==> src/rtl/ptw_pkg.sv <==
package ptw_pkg;

    localparam int VA_W        = 32;
    localparam int OFF_W       = 12;
    localparam int IDX_W       = 10;
    localparam int ENTRY_BYTES = 4;

    typedef enum logic [2:0] {
        ST_IDLE,
        ST_RD_TOP,
        ST_WT_TOP,
        ST_RD_SEC,
        ST_WT_SEC,
        ST_RESP
    } walk_state_e;

    typedef struct packed {
        logic                   fault;
        logic [VA_W-1:0]        addr;
    } walk_result_t;

    function automatic logic [VA_W-1:0] join_frame_offset(
        input logic [VA_W-OFF_W-1:0] frame,
        input logic [OFF_W-1:0]      offset
    );
        return {frame, offset};
    endfunction

endpackage

==> src/rtl/ptw_addr_gen.sv <==
module ptw_addr_gen #(
    parameter int VA_W        = ptw_pkg::VA_W,
    parameter int OFF_W       = ptw_pkg::OFF_W,
    parameter int IDX_W       = ptw_pkg::IDX_W,
    parameter int ENTRY_BYTES = ptw_pkg::ENTRY_BYTES
) (
    input  logic                    second_level,
    input  logic [VA_W-1:0]         vaddr,
    input  logic [VA_W-1:0]         root_base,
    input  logic [VA_W-OFF_W-1:0]   table_frame,
    output logic [VA_W-1:0]         entry_addr
);
    localparam int SHIFT   = $clog2(ENTRY_BYTES);
    localparam int SEC_LSB = OFF_W;
    localparam int TOP_LSB = OFF_W + IDX_W;

    logic [IDX_W-1:0] top_idx;
    logic [IDX_W-1:0] sec_idx;
    logic [IDX_W-1:0] sel_idx;
    logic [VA_W-1:0]  sel_base;
    logic [VA_W-1:0]  idx_bytes;

    assign top_idx = vaddr[TOP_LSB +: IDX_W];
    assign sec_idx = vaddr[SEC_LSB +: IDX_W];

    always_comb begin
        if (second_level) begin
            sel_idx  = sec_idx;
            sel_base = {table_frame, {OFF_W{1'b0}}};
        end else begin
            sel_idx  = top_idx;
            sel_base = root_base;
        end
    end

    generate
        if (SHIFT == 0) begin : g_byte_entries
            assign idx_bytes = VA_W'(sel_idx);
        end else begin : g_wide_entries
            assign idx_bytes = VA_W'({sel_idx, {SHIFT{1'b0}}});
        end
    endgenerate

    assign entry_addr = sel_base + idx_bytes;

endmodule

==> src/rtl/ptw_pte_decode.sv <==
module ptw_pte_decode #(
    parameter int VA_W  = ptw_pkg::VA_W,
    parameter int OFF_W = ptw_pkg::OFF_W
) (
    input  logic [VA_W-1:0]         entry,
    output logic                    present,
    output logic [VA_W-OFF_W-1:0]   frame
);
    assign present = entry[0];
    assign frame   = entry[VA_W-1:OFF_W];
endmodule

==> src/rtl/ptw_walk_ctrl.sv <==
module ptw_walk_ctrl
    import ptw_pkg::*;
(
    input  logic        clk,
    input  logic        rst,
    input  logic        req_valid,
    input  logic        mem_req_ready,
    input  logic        mem_rsp_valid,
    input  logic        entry_present,
    input  logic        rsp_ready,
    output walk_state_e state
);
    walk_state_e nxt;

    always_comb begin
        nxt = state;
        unique case (state)
            ST_IDLE:   if (req_valid)     nxt = ST_RD_TOP;
            ST_RD_TOP: if (mem_req_ready) nxt = ST_WT_TOP;
            ST_WT_TOP: if (mem_rsp_valid) nxt = entry_present ? ST_RD_SEC : ST_RESP;
            ST_RD_SEC: if (mem_req_ready) nxt = ST_WT_SEC;
            ST_WT_SEC: if (mem_rsp_valid) nxt = ST_RESP;
            ST_RESP:   if (rsp_ready)     nxt = ST_IDLE;
            default:                      nxt = ST_IDLE;
        endcase
    end

    always_ff @(posedge clk) begin
        if (rst) state <= ST_IDLE;
        else     state <= nxt;
    end
endmodule

==> src/rtl/ptw_walker.sv <==
module ptw_walker
    import ptw_pkg::*;
#(
    parameter int P_VA_W  = VA_W,
    parameter int P_OFF_W = OFF_W,
    parameter int P_IDX_W = IDX_W
) (
    input  logic                clk,
    input  logic                rst,
    input  logic                root_we,
    input  logic [P_VA_W-1:0]   root_wdata,
    input  logic                req_valid,
    output logic                req_ready,
    input  logic [P_VA_W-1:0]   req_vaddr,
    output logic                rsp_valid,
    input  logic                rsp_ready,
    output logic                rsp_fault,
    output logic [P_VA_W-1:0]   rsp_addr,
    output logic                mem_req_valid,
    input  logic                mem_req_ready,
    output logic [P_VA_W-1:0]   mem_req_addr,
    input  logic                mem_rsp_valid,
    output logic                mem_rsp_ready,
    input  logic [P_VA_W-1:0]   mem_rsp_data
);
    localparam int FRAME_W = P_VA_W - P_OFF_W;

    walk_state_e          state;
    logic [P_VA_W-1:0]    root_q;
    logic [P_VA_W-1:0]    walk_root_q;
    logic [P_VA_W-1:0]    vaddr_q;
    logic [FRAME_W-1:0]   table_frame_q;
    walk_result_t         result_q;
    logic                 pte_present;
    logic [FRAME_W-1:0]   pte_frame;
    logic                 accept;
    logic                 top_back;
    logic                 sec_back;

    assign accept   = req_valid && (state == ST_IDLE);
    assign top_back = mem_rsp_valid && (state == ST_WT_TOP);
    assign sec_back = mem_rsp_valid && (state == ST_WT_SEC);

    ptw_walk_ctrl u_ctrl (
        .clk           (clk),
        .rst           (rst),
        .req_valid     (req_valid),
        .mem_req_ready (mem_req_ready),
        .mem_rsp_valid (mem_rsp_valid),
        .entry_present (pte_present),
        .rsp_ready     (rsp_ready),
        .state         (state)
    );

    ptw_addr_gen #(
        .VA_W  (P_VA_W),
        .OFF_W (P_OFF_W),
        .IDX_W (P_IDX_W)
    ) u_addr (
        .second_level (state == ST_RD_SEC),
        .vaddr        (vaddr_q),
        .root_base    (walk_root_q),
        .table_frame  (table_frame_q),
        .entry_addr   (mem_req_addr)
    );

    ptw_pte_decode #(
        .VA_W  (P_VA_W),
        .OFF_W (P_OFF_W)
    ) u_pte (
        .entry   (mem_rsp_data),
        .present (pte_present),
        .frame   (pte_frame)
    );

    always_ff @(posedge clk) begin
        if (rst) begin
            root_q        <= '0;
            walk_root_q   <= '0;
            vaddr_q       <= '0;
            table_frame_q <= '0;
            result_q      <= '0;
        end else begin
            if (root_we) root_q <= root_wdata;
            if (accept) begin
                vaddr_q     <= req_vaddr;
                walk_root_q <= root_q;
            end
            if (top_back) begin
                table_frame_q <= pte_frame;
                if (!pte_present) begin
                    result_q.fault <= 1'b1;
                    result_q.addr  <= vaddr_q;
                end
            end
            if (sec_back) begin
                if (pte_present) begin
                    result_q.fault <= 1'b0;
                    result_q.addr  <= join_frame_offset(pte_frame, vaddr_q[P_OFF_W-1:0]);
                end else begin
                    result_q.fault <= 1'b1;
                    result_q.addr  <= vaddr_q;
                end
            end
        end
    end

    assign req_ready     = (state == ST_IDLE);
    assign mem_req_valid = (state == ST_RD_TOP) || (state == ST_RD_SEC);
    assign mem_rsp_ready = (state == ST_WT_TOP) || (state == ST_WT_SEC);
    assign rsp_valid     = (state == ST_RESP);
    assign rsp_fault     = result_q.fault;
    assign rsp_addr      = result_q.addr;

endmodule

==> config.mk <==
export PLATFORM = sky130hd
export DESIGN_NAME = ptw_walker
export DESIGN_NICKNAME = d
export VERILOG_FILES = /design/src/rtl/ptw_pkg.sv /design/src/rtl/ptw_addr_gen.sv /design/src/rtl/ptw_pte_decode.sv /design/src/rtl/ptw_walk_ctrl.sv /design/src/rtl/ptw_walker.sv
export SDC_FILE = /design/constraint.sdc
export NUM_CORES = 1
export LEC_CHECK = 0
export BUFFER_PORTS_ARGS = -buffer_cell sky130_fd_sc_hd__clkbuf_2
export CORE_UTILIZATION = 50
export CTS_CLUSTER_DIAMETER = 60
export CTS_CLUSTER_SIZE = 28
export DETAILED_ROUTE_END_ITERATION = 12
export PLACE_DENSITY = 0.82
export SETUP_SLACK_MARGIN = 0.1
export SYNTH_ARGS = -nofsm -noshare
export SYNTH_HDL_FRONTEND = slang
export SYNTH_SLANG_ARGS = --single-unit
==> constraint.sdc <==
create_clock -name clk -period 5.6 [get_ports clk]
set_clock_uncertainty 0.05 [all_clocks]
set_input_delay 1.12 -clock clk [delete_from_list [all_inputs] [get_ports clk]]
set_output_delay 1.12 -clock clk [all_outputs]
set_load 0.005 [all_outputs]
==> summary.md <==
| Metric | Value |
|---|---|
| Max Cap Violations | 0 |
| Static Leakage | 3.482 nW |
| Buf+Inv Stages, Crit Path | 1 |
| Multi-input combinational cell area | 3705 µm² |
| WL/cell | 14.75 µm |
| Setup Buffers After CTS | 0 |
| Most common cell after layout, fill and taps aside | nand2_1 |
| Synthesized instance count | 908 |
| Slew at the pin closest to its max-slew limit | 1.109 ns |
| Filler cells | 1223 |
| Yosys Warn Count | 0 |
| Mapped Avg Cell Area | 7.776 µm² |
| DIE WIDTH | 120.8 µm |
| Die H | 120.8 µm |
| Area leader, netlist | dfxtp_1 |
| GR Overflow Total | 0 |
| Post-route cell area | 8474 µm² |
| Status | completed |
| Synth Cell Area | 7061 µm² |
| Power Density | 347.4 nW/µm² |
| Adder-Cell Fraction of Synth Area | 0.02056 |
| Slowest Stage Delay on Critical Path | 0.66 ns |
| Final min period | 5.190 ns |
| Clock Tree Root | clkbuf_16 |
| Synthesized Nets | 1022 |
| Clock latency on the worst-skew pair | 0.42 ns |
| Total power | 2.944 mW |
| H-Tree Depth | 4 |
| Setup repair after global routing missed its margin | no |
| Via density | 5.333 |
| Worst-path fanout max | 43 |
| Initial DRC Count | 440 |
| Maximum vdd drop | 0.2327 mV |
| Critical Path Slowest Stage Cell | o32ai_2 |
| DRT Wirelength | 18.04 mm |
| Std-Cell Rows | 43 |
| CTS Buf Count | 17 |
| Diodes inserted | 0 |
| Vias in the first global route | 5647 |
| Compound-cell area share of the yosys netlist | 0.1329 |
| Max Root-Sink Buffers | 2 |
| Final critical-path share of the clock period | 0.9267 |
| Storage cell area | 3043 µm² |
| CTS tree | built |
| Critical path capture point type | output pin |
| Die Area | 14600 µm² |
| Synth top area share | 0.4310 |
| Endpoints failing setup | 0 |
| Clock slew at reported path FFs | 0.06 ns |
| Vias after detailed routing | 6522 |
| Hold crit path type | reg -> reg |
| Simple-gate share of the synthesized area | 0.2539 |
| Share of post-route cells with drive strength above 1 | 0.1994 |
| Residual DRC count | 0 |
| Asr flop ratio synth | 0 |
| First-pass GRT wire length | 27.97 mm |
| Io pins | 172 |
| CP Launch Type | flip-flop |
| Ys flop type | dfxtp_1 |
| Crit path kind | reg -> out |
| Placeable Area | 13830 µm² |
| Sequential area share after synthesis | 0.4310 |
| Area Overhead vs Synth | 20.02% |
| Resized Gates After CTS | 0 |
| Initial antenna violation count | 0 |
| Largest cells by area after synthesis | dfxtp_1, nand2_1, a21oi_1 |
| Crit-path cells | nand3b_4 -> and2_1 -> ha_1 -> a21oi_1 -> o21ai_1 -> o32ai_2 -> or3_4 -> nor2_1 -> xnor2_1 -> clkbuf_2 |
| Cell Area, Placed | 7870 µm² |
| Worst endpoint required time | 4.43 ns |
| Largest net degree at the start of global routing | 103 |
| Setup TNS | 0 ns |
| Crit path max-delay family | simple AND/OR/NAND/NOR gates |
| Slew margin rel. | 0.2606 |
| Starting Density | 0.5106 |
| Port Buffer Count | 160 |
| Final hold viol count | 0 |
| Hold-fix buffers, CTS | 0 |
| Post-synth EDFFs | 0 |
| Hpwl dp | 12.62 mm |
| GRT Total Usage | 0.2475 |
| CTS Sinks | 152 |
| Final Wtd Congestion | 0.8994 |
| Synth Register Bits | 152 |
| CP arrival | 4.02 ns |
| Synth Area in XOR/XNOR | 0.04218 |
| Main combinational cell family by area after synthesis | simple AND/OR/NAND/NOR gates |
| DRT antenna net count | 0 |
| Nets | 1145 |
| Peak Freq | 192.7 MHz |
| Multiplexer area fraction after synthesis | 0.07372 |
| Fin. max-slew vios | 0 |
| Synth unique cells | 50 |
| Most frequent cells in the layout | nand2_1, clkbuf_2, dfxtp_1 |
| DR pass1 iterations | 5 |
-- flip-flops by register name, summed over array words and instances (netlist names) --
| signal | count |
|---|---|
| root_q | 32 |
| table_frame_q | 20 |
| rsp_addr | 32 |
| rsp_fault | 1 |
| u_ctrl.state | 3 |
| walk_root_q | 32 |
| vaddr_q | 32 |
-- power by group --
group	total, mW	leakage [nW]	switching, mW	internal, mW
Combinational	0.530	1.96	0.333	0.197
Clock	1.16	0.285	0.441	0.722
Sequential	1.25	1.24	0.0777	1.17
Total	2.94	3.48	0.851	2.09
-- Yosys cell counts (4+ instances only) --
| library cell | instances |
|---|---|
| xor2_1 | 8 |
| clkbuf_1 | 37 |
| nor2_1 | 80 |
| nor2b_1 | 4 |
| a21oi_1 | 108 |
| xnor2_1 | 26 |
| and3_1 | 4 |
| and2_1 | 13 |
| inv_1 | 16 |
| o21ai_0 | 8 |
| mux2i_1 | 52 |
| or3_1 | 4 |
| nor3_1 | 6 |
| a311oi_1 | 20 |
| nand3_1 | 17 |
| nand4_1 | 4 |
| dfxtp_1 | 152 |
| buf_2 | 18 |
| ha_1 | 10 |
| nand2_1 | 275 |
| nand2b_1 | 6 |
| nor4b_1 | 4 |
-- final cells by class --
| class | count | area share |
|---|---|---|
| tap | 180 | 0.02658 |
| sequential | 152 | 0.3591 |
| clock buffer | 20 | 0.05389 |
| multi-input combinational | 679 | 0.4372 |
| clock inverter | 11 | 0.01742 |
| timing repair buffer | 164 | 0.09833 |
| inverter | 17 | 0.007530 |
-- kinds of logic after synthesis --
kind of cell,after synthesis
and+or+nand+nor,426
DFF,152
AOI/OAI and AO/OA,156
buffers and inverters,77
muxes,52
xor gates and xnor gates,34
adders and majority gates,11
-- worst register-to-register path: cells and delay by family (launching register included) --
kind,cells,cell delay [ns]
flip-flops,1,0.51
AND/OR/NAND/NOR,3,1.13
buffers and inverters,1,0.60
AO/OA/AOI/OAI,1,0.26
-- per-stage QoR --
step                utilization  hold slack, ns  worst slack, ns  instances
floorplan                     -          0.3812            1.142        908
global placement         0.5692          0.3870           0.9554       1192
detailed placement       0.5692          0.3927           0.9431       1192
CTS                      0.6129          0.4003           0.4697       1223
global route             0.6129          0.4130           0.1417       1223
finish                   0.6129          0.3985           0.4104       1223
-- metal layers --
metal,share of wire,GRT usage
met1,0.44,0.3186
met2,0.49,0.4046
met3,0.056,0.06179
met4,0.015,0.07870
met5,0,0
-- path summary, 6_finish.rpt --
| check | start | to | slack [ns] | cells past startpoint |
|---|---|---|---|---|
| hold reg to reg | walk_root_q[4] | walk_root_q[4] | 0.40 | 2 |
| setup reg to reg | u_ctrl.state[2] | rsp_addr[14] | 2.95 | 5 |
| setup / recovery | u_ctrl.state[0] | mem_req_addr[23] | 0.41 | 10 |
| hold / removal | walk_root_q[4] | walk_root_q[4] | 0.40 | 2 |
Note: power is estimated with default switching activity, not from simulation.
